<file path="config.mk">
export PLATFORM = sky130hd
export DESIGN_NAME = pwm_buffered_duty
export DESIGN_NICKNAME = d
export VERILOG_FILES = /design/src/rtl/pwm_pkg.sv /design/src/rtl/pwm_regs.sv /design/src/rtl/pwm_prescaler.sv /design/src/rtl/pwm_timebase.sv /design/src/rtl/pwm_wave.sv /design/src/rtl/pwm_buffered_duty.sv
export SDC_FILE = /design/constraint.sdc
export NUM_CORES = 1
export LEC_CHECK = 0
export CAP_MARGIN = 20
export CORE_MARGIN = 1
export CORE_UTILIZATION = 30
export CTS_CLUSTER_DIAMETER = 50
export DETAILED_ROUTE_END_ITERATION = 8
export SYNTH_ARGS = -nofsm -noshare
export SYNTH_HDL_FRONTEND = slang
export SYNTH_HIERARCHICAL = 1
export SYNTH_SLANG_ARGS = --single-unit
</file>
<file path="constraint.sdc">
create_clock -name clk_i -period 6.8 [get_ports clk_i]
set_input_delay 0.68 -clock clk_i [delete_from_list [all_inputs] [get_ports clk_i]]
set_output_delay 0.68 -clock clk_i [all_outputs]
set_load 0.1 [all_outputs]
</file>
<file path="src/rtl/pwm_pkg.sv">
package pwm_pkg;
  typedef enum logic [1:0] {
    ADDR_CTRL   = 2'd0,
    ADDR_PERIOD = 2'd1,
    ADDR_DUTY   = 2'd2,
    ADDR_COUNT  = 2'd3
  } reg_addr_e;
endpackage

</file>
<file path="src/rtl/pwm_regs.sv">
module pwm_regs
  import pwm_pkg::*;
#(
  parameter int CNT_W = 10,
  parameter int PER_W = 8,
  parameter int SEL_W = 3
) (
  input  logic             clk_i,
  input  logic             rst_ni,
  input  logic             wr_en_i,
  input  logic [1:0]       wr_addr_i,
  input  logic [CNT_W-1:0] wr_data_i,
  output logic             en_o,
  output logic [SEL_W-1:0] sel_o,
  output logic [PER_W-1:0] period_o,
  output logic [CNT_W-1:0] duty_o,
  output logic             cnt_wr_o,
  output logic [CNT_W-1:0] cnt_data_o,
  output logic             irq_clr_o
);
  localparam int CLR_BIT = SEL_W + 1;

  logic ctrl_wr, per_wr, duty_wr;

  assign ctrl_wr  = wr_en_i && (wr_addr_i == ADDR_CTRL);
  assign per_wr   = wr_en_i && (wr_addr_i == ADDR_PERIOD);
  assign duty_wr  = wr_en_i && (wr_addr_i == ADDR_DUTY);
  assign cnt_wr_o = wr_en_i && (wr_addr_i == ADDR_COUNT);

  assign cnt_data_o = wr_data_i;
  assign irq_clr_o  = ctrl_wr && wr_data_i[CLR_BIT];

  always_ff @(posedge clk_i or negedge rst_ni) begin
    if (!rst_ni) begin
      en_o     <= 1'b0;
      sel_o    <= '0;
      period_o <= '1;
      duty_o   <= '0;
    end else begin
      if (ctrl_wr) begin
        en_o  <= wr_data_i[0];
        sel_o <= wr_data_i[SEL_W:1];
      end
      if (per_wr)  period_o <= wr_data_i[PER_W-1:0];
      if (duty_wr) duty_o   <= wr_data_i;
    end
  end

  // Unused upper write-data bits on ctrl/period writes are intentionally dropped
  logic unused_hi;
  assign unused_hi = ^wr_data_i[CNT_W-1:CLR_BIT+1];

  AST_ONE_TARGET: assert property (@(posedge clk_i) disable iff (!rst_ni)
    $countones({ctrl_wr, per_wr, duty_wr, cnt_wr_o}) <= 1);
endmodule

</file>
<file path="src/rtl/pwm_prescaler.sv">
module pwm_prescaler #(
  parameter int SEL_W = 3
) (
  input  logic             clk_i,
  input  logic             rst_ni,
  input  logic             en_i,
  input  logic [SEL_W-1:0] sel_i,
  input  logic             sync_clr_i,
  output logic             tick_o
);
  localparam int PS_W = (1 << SEL_W) - 1;

  logic [PS_W-1:0] ps_q;
  logic [PS_W-1:0] mask;

  for (genvar b = 0; b < PS_W; b++) begin : g_mask
    assign mask[b] = (sel_i > SEL_W'(b));
  end

  assign tick_o = en_i && ((ps_q & mask) == mask);

  always_ff @(posedge clk_i or negedge rst_ni) begin
    if (!rst_ni)                 ps_q <= '0;
    else if (!en_i || sync_clr_i) ps_q <= '0;
    else                         ps_q <= ps_q + 1'b1;
  end

  AST_TICK_SPACING: assert property (@(posedge clk_i) disable iff (!rst_ni)
    tick_o && (sel_i != '0) && !sync_clr_i |=> !tick_o || (sel_i != $past(sel_i)));
  AST_IDLE_NO_TICK: assert property (@(posedge clk_i) disable iff (!rst_ni)
    !en_i |=> (ps_q == '0));
endmodule

</file>
<file path="src/rtl/pwm_timebase.sv">
module pwm_timebase #(
  parameter int CNT_W = 10,
  parameter int PER_W = 8
) (
  input  logic             clk_i,
  input  logic             rst_ni,
  input  logic             tick_i,
  input  logic             cnt_wr_i,
  input  logic [CNT_W-1:0] cnt_data_i,
  input  logic [PER_W-1:0] period_i,
  output logic [CNT_W-1:0] cnt_o,
  output logic [CNT_W-1:0] cnt_nxt_o,
  output logic             cnt_upd_o,
  output logic             hit_o
);
  logic [CNT_W-1:0] cnt_q;
  logic [CNT_W-1:0] per_ext;

  assign per_ext   = {{(CNT_W-PER_W){1'b0}}, period_i};
  assign hit_o     = tick_i && !cnt_wr_i && (cnt_q == per_ext);
  assign cnt_upd_o = tick_i || cnt_wr_i;

  always_comb begin
    cnt_nxt_o = cnt_q;
    if (cnt_wr_i)    cnt_nxt_o = cnt_data_i;
    else if (hit_o)  cnt_nxt_o = '0;
    else if (tick_i) cnt_nxt_o = cnt_q + 1'b1;
  end

  always_ff @(posedge clk_i or negedge rst_ni) begin
    if (!rst_ni) cnt_q <= '0;
    else         cnt_q <= cnt_nxt_o;
  end

  assign cnt_o = cnt_q;

  AST_CNT_WRAP: assert property (@(posedge clk_i) disable iff (!rst_ni)
    tick_i && !cnt_wr_i && (cnt_q == per_ext) |=> (cnt_q == '0));
  AST_CNT_STEP: assert property (@(posedge clk_i) disable iff (!rst_ni)
    tick_i && !cnt_wr_i && (cnt_q != per_ext) |=> (cnt_q == $past(cnt_q) + 1'b1));
  AST_CNT_LOAD: assert property (@(posedge clk_i) disable iff (!rst_ni)
    cnt_wr_i |=> (cnt_q == $past(cnt_data_i)));
  AST_CNT_HOLD: assert property (@(posedge clk_i) disable iff (!rst_ni)
    !tick_i && !cnt_wr_i |=> $stable(cnt_q));
endmodule

</file>
<file path="src/rtl/pwm_wave.sv">
module pwm_wave #(
  parameter int CNT_W = 10
) (
  input  logic             clk_i,
  input  logic             rst_ni,
  input  logic             en_i,
  input  logic             hit_i,
  input  logic             cnt_upd_i,
  input  logic [CNT_W-1:0] cnt_nxt_i,
  input  logic [CNT_W-1:0] duty_i,
  input  logic             irq_clr_i,
  output logic             pwm_o,
  output logic             irq_o
);
  logic [CNT_W-1:0] duty_lat;
  logic             pwm_q, irq_q;

  always_ff @(posedge clk_i or negedge rst_ni) begin
    if (!rst_ni) begin
      duty_lat <= '0;
      pwm_q    <= 1'b0;
    end else if (!en_i) begin
      pwm_q <= 1'b0;
    end else if (hit_i) begin
      duty_lat <= duty_i;
      pwm_q    <= (duty_i != '0);
    end else if (cnt_upd_i && (cnt_nxt_i == duty_lat)) begin
      // compare the incoming count so the edge lands on the matching tick
      pwm_q <= 1'b0;
    end
  end

  always_ff @(posedge clk_i or negedge rst_ni) begin
    if (!rst_ni)        irq_q <= 1'b0;
    else if (hit_i)     irq_q <= 1'b1;
    else if (irq_clr_i) irq_q <= 1'b0;
  end

  assign pwm_o = pwm_q;
  assign irq_o = irq_q;

  AST_ZERO_DUTY: assert property (@(posedge clk_i) disable iff (!rst_ni)
    hit_i && en_i && (duty_i == '0) |=> !pwm_q);
  AST_RISE_AT_WRAP: assert property (@(posedge clk_i) disable iff (!rst_ni)
    !pwm_q && !hit_i |=> !pwm_q);
  AST_IRQ_SET: assert property (@(posedge clk_i) disable iff (!rst_ni)
    hit_i |=> irq_q);
  AST_IRQ_HOLD: assert property (@(posedge clk_i) disable iff (!rst_ni)
    irq_q && !irq_clr_i |=> irq_q);
  AST_OFF_WHEN_IDLE: assert property (@(posedge clk_i) disable iff (!rst_ni)
    !en_i |=> !pwm_q);
endmodule

</file>
<file path="src/rtl/pwm_buffered_duty.sv">
module pwm_buffered_duty #(
  parameter int CNT_W = 10,
  parameter int PER_W = 8,
  parameter int SEL_W = 3
) (
  input  logic             clk_i,
  input  logic             rst_ni,
  input  logic             wr_en_i,
  input  logic [1:0]       wr_addr_i,
  input  logic [CNT_W-1:0] wr_data_i,
  output logic [CNT_W-1:0] cnt_o,
  output logic             pwm_o,
  output logic             irq_o
);
  logic             en, cnt_wr, irq_clr, tick, hit, cnt_upd;
  logic [SEL_W-1:0] sel;
  logic [PER_W-1:0] period;
  logic [CNT_W-1:0] duty, cnt_data, cnt_nxt;

  pwm_regs #(.CNT_W(CNT_W), .PER_W(PER_W), .SEL_W(SEL_W)) u_regs (
    .clk_i, .rst_ni, .wr_en_i, .wr_addr_i, .wr_data_i,
    .en_o(en), .sel_o(sel), .period_o(period), .duty_o(duty),
    .cnt_wr_o(cnt_wr), .cnt_data_o(cnt_data), .irq_clr_o(irq_clr)
  );

  pwm_prescaler #(.SEL_W(SEL_W)) u_presc (
    .clk_i, .rst_ni, .en_i(en), .sel_i(sel), .sync_clr_i(cnt_wr), .tick_o(tick)
  );

  pwm_timebase #(.CNT_W(CNT_W), .PER_W(PER_W)) u_tb (
    .clk_i, .rst_ni, .tick_i(tick), .cnt_wr_i(cnt_wr), .cnt_data_i(cnt_data),
    .period_i(period), .cnt_o(cnt_o), .cnt_nxt_o(cnt_nxt), .cnt_upd_o(cnt_upd),
    .hit_o(hit)
  );

  pwm_wave #(.CNT_W(CNT_W)) u_wave (
    .clk_i, .rst_ni, .en_i(en), .hit_i(hit), .cnt_upd_i(cnt_upd),
    .cnt_nxt_i(cnt_nxt), .duty_i(duty), .irq_clr_i(irq_clr),
    .pwm_o(pwm_o), .irq_o(irq_o)
  );
endmodule

</file>
==> results of run 1 <==
-- through the flow --
stage           util  setup slack [ps]  std cells  power, mW  hold WS [ps]
2_1_floorplan      -              4020        214      0.631           384
3_3_place_gp   0.347              3390        333      0.708           498
3_5_place_dp   0.347              3280        333      0.710           503
4_1_cts        0.360              3590        340      0.913           504
5_1_grt        0.360              3290        340      0.950           534
6_report       0.360              3560        340      0.902           488
-- cell usage after synthesis, types with 2 or more instances --
master and number:
dfrtp_1 43, dfstp_2 8, or3_1 2, nand2_1 15, inv_1 3, nand2b_1 3
a211oi_1 3, buf_6 2, nand3_1 5, ha_1 2, mux2_2 30, nor2_1 12
mux2_1 3, xnor2_1 21, xor2_1 8, nand4_1 7, o21ai_0 3, buf_4 10
a21oi_1 3, o31ai_1 6
-- worst paths after layout --
| path | startpoint | endpoint | slack [ps] |
|---|---|---|---|
| setup / recovery | wr_en_i | u_wave/pwm_o$_DFFE_PN0P_ | 3560 |
| hold / removal | rst_ni | u_presc/ps_q[4]$_DFF_PN0_ | 490 |
| setup reg to reg | u_regs/sel_o[2]$_DFFE_PN0P_ | u_wave/pwm_o$_DFFE_PN0P_ | 3650 |
| hold reg to reg | u_wave/duty_lat[3]$_DFFE_PN0P_ | u_wave/duty_lat[3]$_DFFE_PN0P_ | 520 |
| max in group asynchronous | rst_ni | u_wave/duty_lat[7]$_DFFE_PN0P_ | 5880 |
| min in group clk_i | u_wave/duty_lat[3]$_DFFE_PN0P_ | u_wave/duty_lat[3]$_DFFE_PN0P_ | 520 |
-- final cells by class --
cell class              instances  area, um^2
fillers                       812        5290
flip-flops and latches         51        1290
multi-input cells             145        1160
repair buffers                 28         270
well taps                     105         131
clock buffers                   6        72.6
clock inverters                 1        30.0
inverters                       4        15.0
-- worst max-delay path, cell delays in order --
cell             delay, ps
clkdlybuf4s50_1        470
and3_2                 340
clkinv_1               180
nand3_1                140
nor4_4                 700
o31ai_1                240
xnor2_1                230
nand4_1                120
o311ai_1               240
a21boi_1               100
-- power by group --
group	switching (mW)	internal (mW)	leakage [nW]	total (mW)
Sequential	0.0507	0.353	0.631	0.404
Combinational	0.192	0.106	0.494	0.297
Clock	0.0930	0.108	0.0513	0.201
-- registers in the layout, summed over array words and instances, names as in the netlist --
name and count:
u_regs/duty_o 10, u_tb/cnt_o 10, u_wave/duty_lat 10, u_regs/period_o 8, u_presc/ps_q 7, u_regs/sel_o 3
u_regs/en_o 1, u_wave/irq_o 1, u_wave/pwm_o 1
-- kinds of logic (layout without fill, tap and decap cells) --
kind of cell    Yosys count  after routing  synth area share
flops                    51             51             0.500
simple gates             58             58             0.129
mux                      34             34             0.148
buf+inv                  18             39            0.0472
compound gates           21             21            0.0603
xor+xnor                 30             30             0.105
fa+ha+maj                 2              2           0.00973
-- routing by layer --
layer	global-route usage	share of wire	up-vias	wire, um
met5	0	0	-	0
met4	0.0417	0.016	0	83
met3	0.0242	0.031	5	160
met2	0.200	0.46	23	2380
met1	0.173	0.49	794	2520
li1	-	-	783	-
==> reports/metrics.yaml, run 1 <==
critical_path:
  end_kind: "flop"
  critPathLaunchType: "primary input"
  crit_type: "in -> reg"
  crit_arrival_ps: 3440
  reg2reg_depth: 11
  critPathMaxFanout: 15
  worstPathRequired_ps: 6990
power:
  powerDensity_nw_per_um2: 304
  peakVddDrop_uv: 120
  p_leak_nw: 1.18
cells_and_area:
  mostFrequentLayoutCell: "dfrtp_1"
  layout.nets: 252
  diodes: 0
  mostFrequentLayoutCells: "dfrtp_1 (43), mux2_2 (30), clkdlybuf4s50_1 (25)"
  drive_gt1_frac: 0.238
  final_cell_area_um2: 2970
  area_growth_pct: 15.5
status:
  status: "finished, final reports clean"
cts:
  cts_tree: "built"
  postCtsSetupBuffers: 0
  cts.clk_slew.worst_paths_ps: 90
  clockBufferDepth: 2
  clock-sinks: 51
  htreeDepth: 2
  worstSkewPairLatency_ps: 310
  cts_root_buf: "clkbuf_8"
  cts-hold-fix-buffers: 0
  cts_buffers: 5
  cts_resized: 0
sta:
  rsz0062_at_grt: "false"
  fin_skew_ps: 12.3
  period_share: 0.477
  final-max-slew-violation-count: 0
  fin_setup_tns_ps: 0
  final.min_clock_period_ps: 3240
  timing.fmax_mhz: 308
  max_slew_margin: 0.350
  setup_viol: 0
  tightest_slew_ps: 972
  hold_violations: 0
route:
  drt_drc_violations_left: 0
  drt-pass1-iter-count: 4
  totalWireLength_um: 5140
  wire_per_inst_um: 15.1
  ant_nets: 0
  drt-initial-drc-count: 81
  dr_total_vias: 1605
  viasPerCell: 4.72
floorplan:
  die_y_um: 94.6
  boundaryPins: 27
  die_x_um: 94.6
  row_count: 33
  start_util: 0.312
  dieArea_um2: 8950
  coreArea_um2: 8260
synthesis:
  yosys_warnings: 6
  async_flop_share: 1.00
  yosysTopAreaCell: "dfrtp_1"
  synth_top_area_frac: 0.418
  synthCells: 214
  synth_area_um2: 2570
  synth_edf_count: 0
  ys_ff_latch: 51
  syn_nets: 231
  synth.distinct_cells: 45
  syn_area_per_cell_um2: 12.0
  synth.yosys.seq_area_share: 0.500
  synthTopCellsByArea: "dfrtp_1 (42%), mux2_2 (13%), dfstp_2 (8.2%)"
  synth_flop_cell: "dfrtp_1"
placed_design:
  globalplace.congestion: 0.761
  place_hpwl_um: 3850
  dpl_cell_area_um2: 2870
  port-buffer-count: 26
global_routing:
  grt-ovfl-total: 0
  track_usage: 0.126
  antenna_found_initial: 0
  first_global_vias: 1617
  grt_max_degree: 52
  grt_pass1_wl_um: 8420
flow_run:
  drv_cap: 0
hold_path:
  hold_path.class: "in -> async"
No activity file was read; power rests on OpenSTA's default activity.
==> run 2: changes to the inputs <==
==> constraint.sdc (replaced) <==
create_clock -name clk_i -period 2.78 [get_ports clk_i]
set_input_delay 0.278 -clock clk_i [delete_from_list [all_inputs] [get_ports clk_i]]
set_output_delay 0.278 -clock clk_i [all_outputs]
set_load 0.1 [all_outputs]
==> reports/metrics.yaml, run 2 (synthesized netlist as in run 1, its figures left out) <==
status:
  status: "finished, final reports clean"
critical_path:
  crit_arrival_ps: 2890  # -550 ps
  crit_start: "u_regs/sel_o[2]$_DFFE_PN0P_"
  worstSetupEndpoint: "u_wave/pwm_o$_DFFE_PN0P_"
  crit_type: "reg -> reg"
  cp_num_buf_inv: 2  # unchanged
  crit_cells: 13  # +3
  worstPathRequired_ps: 2980  # -4010 ps
  reg2reg_depth: 13  # +2
  end_kind: "flop"
  cp_cell_sequence: "buf_6 -> o2bb2ai_2 -> nand2_1 -> nor4_2 -> buf_4 -> nand4_1 -> nor2_2 -> xnor2_2 -> a211oi_2 -> xnor2_1 -> nand4_1 -> o311ai_2 -> a21boi_1"
  crit_slowest_cell: "dfrtp_1"
  cp_slowest_stage_delay_ps: 390  # -310 ps
  critPathMaxFanout: 5  # -10
  worstReg2RegEnd: "u_wave/pwm_o$_DFFE_PN0P_"
  rrSetupSlack_ps: 90  # -3560 ps
  r2r-start: "u_regs/sel_o[2]$_DFFE_PN0P_"
  critPathLaunchType: "flop"
  path_delay_family: "simple AND/OR/NAND/NOR gates"
  path_common_cell: "nand4_1"
placed_design:
  port-buffer-count: 26  # unchanged
  place_hpwl_um: 4020  # +4.3%
  globalplace.congestion: 0.769  # +1.1%
  pre_cts_ws_ps: -49.5  # -3330 ps
cts:
  worstSkewPairLatency_ps: 310  # about the same
  cts_buffers: 5  # unchanged
  clock-sinks: 51  # unchanged
  cts_root_buf: "clkbuf_8"
  cts.clk_slew.worst_paths_ps: 100  # about the same
  htreeDepth: 2  # unchanged
  clockBufferDepth: 2  # unchanged
  cts_tree: "built"
power:
  p_sw_uw: 882  # +160%
  p_leak_nw: 1.29  # +9.5%
  pwr-share-comb: 0.351  # +0.022
  powerDensity_nw_per_um2: 707  # +130%
  p_int_mw: 1.34  # +140%
  power_frac_seq: 0.444  # -0.004
  p_sw_frac: 0.397  # +0.0257
  pwr-share-clk: 0.205  # -0.018
  peakVddDrop_uv: 215  # +79%
floorplan:
  start_util: 0.312  # unchanged
  dieArea_um2: 8950  # unchanged
  die_y_um: 94.6  # unchanged
  boundaryPins: 27  # unchanged
  coreArea_um2: 8260  # unchanged
  die_x_um: 94.6  # unchanged
  row_count: 33  # unchanged
route:
  drt-initial-drc-count: 79  # -2.5%
  drt_drc_violations_left: 0  # unchanged
  totalWireLength_um: 5470  # +6.4%
  viasPerCell: 4.69  # -0.69%
  drt-pass1-iter-count: 4  # unchanged
  ant_nets: 0  # unchanged
  dr_total_vias: 1669  # +4.0%
  wire_per_inst_um: 15.4  # +1.6%
sta:
  max_slew_margin: 0.595  # +0.245
  period_share: 0.967
  timing.fmax_mhz: 372
  final.min_clock_period_ps: 2690
  fin_skew_ps: 10.1  # -2.24 ps
  fin_setup_tns_ps: 0  # unchanged
  rsz0062_at_grt: "true"
  final-max-slew-violation-count: 0  # unchanged
  hold_violations: 0  # unchanged
  tightest_slew_ps: 606  # -366 ps
  setup_viol: 0  # unchanged
  setup_slack_ps: 90.6  # -3470 ps
cells_and_area:
  layout.nets: 267  # +6.0%
  mostFrequentLayoutCell: "dfrtp_1"
  drive_gt1_frac: 0.378  # +0.140
  area_growth_pct: 21.9
  mostFrequentLayoutCells: "dfrtp_1 (42), mux2_2 (30), buf_4 (24)"
  diodes: 0  # unchanged
global_routing:
  first_global_vias: 1700  # +5.1%
  grt_pass1_wl_um: 8900  # +5.7%
  track_usage: 0.132  # +0.00559
  antenna_found_initial: 0  # unchanged
  grt-ovfl-total: 0  # unchanged
  grt_max_degree: 46  # -12%
hold_path:
  hold_path.class: "in -> async"
flow_run:
  drv_cap: 0  # unchanged
run 2: cell count changes in the layout (fill, tap and decap cells not counted), moves of 2 or more:
cell / change
a211oi_1: -2
a211oi_2: +2
buf_12: +2
buf_4: +22
buf_6: +2
clkdlybuf4s50_1: -12
inv_6: +2
o31ai_1: -2
o31ai_2: +2
run 2: stage by stage:
stage / std cells / power [mW] / cell area [um^2] / hold slack [ps] / utilization
floorplan: 214 / 1.55 / 2570 / -17.6 / -
global placement: 345 / 1.74 / 2950 / 137 / 0.358
detailed placement: 345 / 1.75 / 2950 / 138 / 0.358
CTS: 355 / 2.22 / 3080 / 337 / 0.373
global route: 356 / 2.34 / 3140 / 366 / 0.380
finish: 356 / 2.22 / 3140 / 338 / 0.380
run 2: worst min-delay path by stage:
stage / from / endpoint / slack, ps / cells after the start
finish: rst_ni / u_presc/ps_q[3]$_DFF_PN0_ / 340 / 2
global route: rst_ni / u_presc/ps_q[1]$_DFF_PN0_ / 370 / 2
CTS: rst_ni / u_presc/ps_q[3]$_DFF_PN0_ / 340 / 2
detailed placement: rst_ni / u_presc/ps_q[3]$_DFF_PN0_ / 140 / 1
global placement: rst_ni / u_presc/ps_q[1]$_DFF_PN0_ / 140 / 1
floorplan: rst_ni / u_presc/ps_q[0]$_DFF_PN0_ / -20 / 0
run 2: per-layer routing:
| metal | track usage | vias to the layer above | part of all wire |
|---|---|---|---|
| li1 | - | 814 | - |
| met1 | 0.180 | 823 | 0.47 |
| met2 | 0.203 | 27 | 0.48 |
| met3 | 0.0250 | 5 | 0.030 |
| met4 | 0.0593 | 0 | 0.016 |
| met5 | 0 | - | 0 |
run 2: power groups by stage:
stage	Sequential [mW]	Combinational (mW)	Clock (mW)
after floorplan	1.24	0.302	0
after global placement	0.995	0.749	0
after detailed placement	0.997	0.757	0
after CTS	0.983	0.766	0.468
after global routing	1.01	0.827	0.504
final	0.986	0.778	0.455
run 2: cell type report:
| class | instances | area, um^2 |
|---|---|---|
| fillers | 808 | 5120 |
| flip-flops and latches | 51 | 1290 |
| multi-input cells | 145 | 1220 |
| repair buffers | 43 | 388 |
| well taps | 105 | 131 |
| clock buffers | 5 | 68.8 |
| clock inverters | 3 | 26.3 |
| inverters | 4 | 15.0 |
run 2: what timing repair did:
action                                  CTS  global route
pin swaps                                 0            11
buffers inserted                          1             1
endpoints found under the setup margin    1             1
resized for setup                         3            11
endpoints found under the hold margin     6             0
hold buffers                              1             0
==> run 3: changes to the inputs <==
--- a/config.mk
+++ b/config.mk
@@ -7,9 +7,11 @@
 export LEC_CHECK = 0
 export CAP_MARGIN = 20
 export CORE_MARGIN = 1
-export CORE_UTILIZATION = 30
+export CORE_UTILIZATION = 51
 export CTS_CLUSTER_DIAMETER = 50
 export DETAILED_ROUTE_END_ITERATION = 8
+export MAX_ROUTING_LAYER = met4
+export PLACE_DENSITY = 0.76
 export SYNTH_ARGS = -nofsm -noshare
 export SYNTH_HDL_FRONTEND = slang
 export SYNTH_HIERARCHICAL = 1
==> reports/metrics.yaml, run 3 (synthesized netlist as in run 1, its figures left out) <==
critical_path:
  critPathMaxFanout: 6  # +1
  worstPathRequired_ps: 2960  # -20 ps
  cp_num_buf_inv: 4  # +2
  crit_arrival_ps: 3020  # +130 ps
  path_common_cell: "buf_4"
  path_delay_family: "simple AND/OR/NAND/NOR gates"
  end_kind: "flop"
  crit_start: "u_regs/sel_o[1]$_DFFE_PN0P_"
  r2r-start: "u_regs/sel_o[1]$_DFFE_PN0P_"
  crit_type: "reg -> reg"
  crit_slowest_cell: "dfrtp_1"
  cp_cell_sequence: "and2_4 -> a22o_1 -> nor4_2 -> buf_4 -> nand3_2 -> nor4_4 -> buf_4 -> buf_12 -> o31ai_2 -> buf_4 -> xnor2_2 -> nand3_1 -> o311ai_2 -> a21boi_1"
  critPathLaunchType: "flop"
  cp_slowest_stage_delay_ps: 410  # +20 ps
global_routing:
  grt_max_degree: 21  # -54%
  first_global_vias: 1818  # +6.9%
  grt_pass1_wl_um: 9030  # +1.4%
  track_usage: 0.238  # +0.106
  grt-ovfl-total: 0  # unchanged
  antenna_found_initial: 0  # unchanged
power:
  p_leak_nw: 1.33  # +3.4%
  peakVddDrop_uv: 424  # +97%
  powerDensity_nw_per_um2: 742  # +4.9%
sta:
  max_slew_margin: 0.577  # -0.0177
  rsz0062_at_grt: "true"
  final.min_clock_period_ps: 2840  # +146 ps
  period_share: 1.02  # +0.0524
  fin_skew_ps: 9.08  # -1.02 ps
  timing.fmax_mhz: 353  # -5.1%
  hold_violations: 0  # unchanged
  final-max-slew-violation-count: 0  # unchanged
  whs_ps: 454  # +116 ps
  tightest_slew_ps: 633  # +26.4 ps
  setup_viol: 1  # +1
  setup_slack_ps: -55.0  # -146 ps
placed_design:
  port-buffer-count: 26  # unchanged
  place_hpwl_um: 3840  # -4.3%
  globalplace.congestion: 0.836  # +8.7%
cts:
  cts_tree: "built"
  worstSkewPairLatency_ps: 310  # about the same
  clockBufferDepth: 2  # unchanged
  cts_buffers: 5  # unchanged
  cts_root_buf: "clkbuf_8"
  clock-sinks: 51  # unchanged
  htreeDepth: 2  # unchanged
  cts.clk_slew.worst_paths_ps: 90  # about the same
floorplan:
  die_x_um: 73.0  # -23%
  boundaryPins: 27  # unchanged
  coreArea_um2: 4790  # -42%
  die_y_um: 73.0  # -23%
  dieArea_um2: 5330  # -40%
  start_util: 0.538  # +0.226
  row_count: 25  # -24%
cells_and_area:
  fill_cells: 344  # -57%
  diodes: 0  # unchanged
  mostFrequentLayoutCell: "dfrtp_1"
  mostFrequentLayoutCells: "dfrtp_1 (42), buf_4 (30), mux2_2 (30)"
  drive_gt1_frac: 0.398  # +0.0200
  area_growth_pct: 23.8
  layout.nets: 272  # +1.9%
  final_util: 0.665  # +0.286
route:
  wire_per_inst_um: 16.6  # +7.8%
  drt_drc_violations_left: 0  # unchanged
  drt-initial-drc-count: 112  # +42%
  ant_nets: 0  # unchanged
  viasPerCell: 5.40  # +15%
  totalWireLength_um: 5350  # -2.2%
  drt-pass1-iter-count: 4  # unchanged
  dr_total_vias: 1744  # +4.5%
hold_path:
  hold_path.class: "in -> async"
status:
  status: "finished, violations left"
  violations: "setup timing"
flow_run:
  drv_cap: 0  # unchanged
run 3: worst paths after layout:
path / to / cells after the start / slack [ps]
worst max-delay path: u_wave/pwm_o$_DFFE_PN0P_ / 14 / -60
worst min-delay path: u_tb/cnt_o[2]$_DFF_PN0_ / 2 / 450
worst max register to register: u_wave/pwm_o$_DFFE_PN0P_ / 14 / -60
worst min register to register: u_wave/duty_lat[3]$_DFFE_PN0P_ / 1 / 500
max in group asynchronous: u_regs/period_o[6]$_DFFE_PN1P_ / 3 / 1670
min in group clk_i: u_wave/duty_lat[3]$_DFFE_PN0P_ / 1 / 500
run 3: through the flow:
stage	std cells	instance area (um^2)	setup TNS [ps]	power [mW]	worst slack (ps)
2_1_floorplan	214	2570	0	1.55	4.04
3_3_place_gp	307	2890	-2.91	1.73	-2.91
3_5_place_dp	307	2890	-44.5	1.75	-44.5
4_1_cts	321	3120	0	2.36	1.40
5_1_grt	323	3180	-189	2.47	-189
6_report	323	3180	-55.0	2.36	-55.0
run 3: layout make-up:
| cell class | instances | area [um^2] | area share |
|---|---|---|---|
| clock inverter | 2 | 60.1 | 0.0189 |
| timing repair buffer | 48 | 434 | 0.136 |
| clock buffer | 6 | 72.6 | 0.0228 |
| tap | 67 | 83.8 | 0.0263 |
| inverter | 4 | 15.0 | 0.00472 |
| sequential | 51 | 1290 | 0.404 |
| multi-input combinational | 145 | 1230 | 0.387 |
run 3: routing by layer:
layer / global-route usage / vias up / part of all wire
met1: 0.316 / 855 / 0.46
met4: 0.105 / 0 / 0.029
li1: - / 828 / -
met3: 0.0511 / 15 / 0.047
met2: 0.350 / 46 / 0.46
met5: - / - / 0
run 3: power by group:
part / switching, mW / leakage (nW) / internal, mW
registers: 0.122 / 0.630 / 0.866
clock network: 0.239 / 0.0654 / 0.360
logic: 0.493 / 0.636 / 0.284
run 3: what timing repair did:
| action | in CTS | in global routing |
|---|---|---|
| cloned | 1 | 0 |
| pin swaps | 5 | 10 |
| setup buffers | 4 | 2 |
| endpoints found under the setup margin | 1 | 11 |
| resized for setup | 5 | 10 |
| hold endpoints to repair | 15 | 0 |
| hold buffers | 1 | 0 |
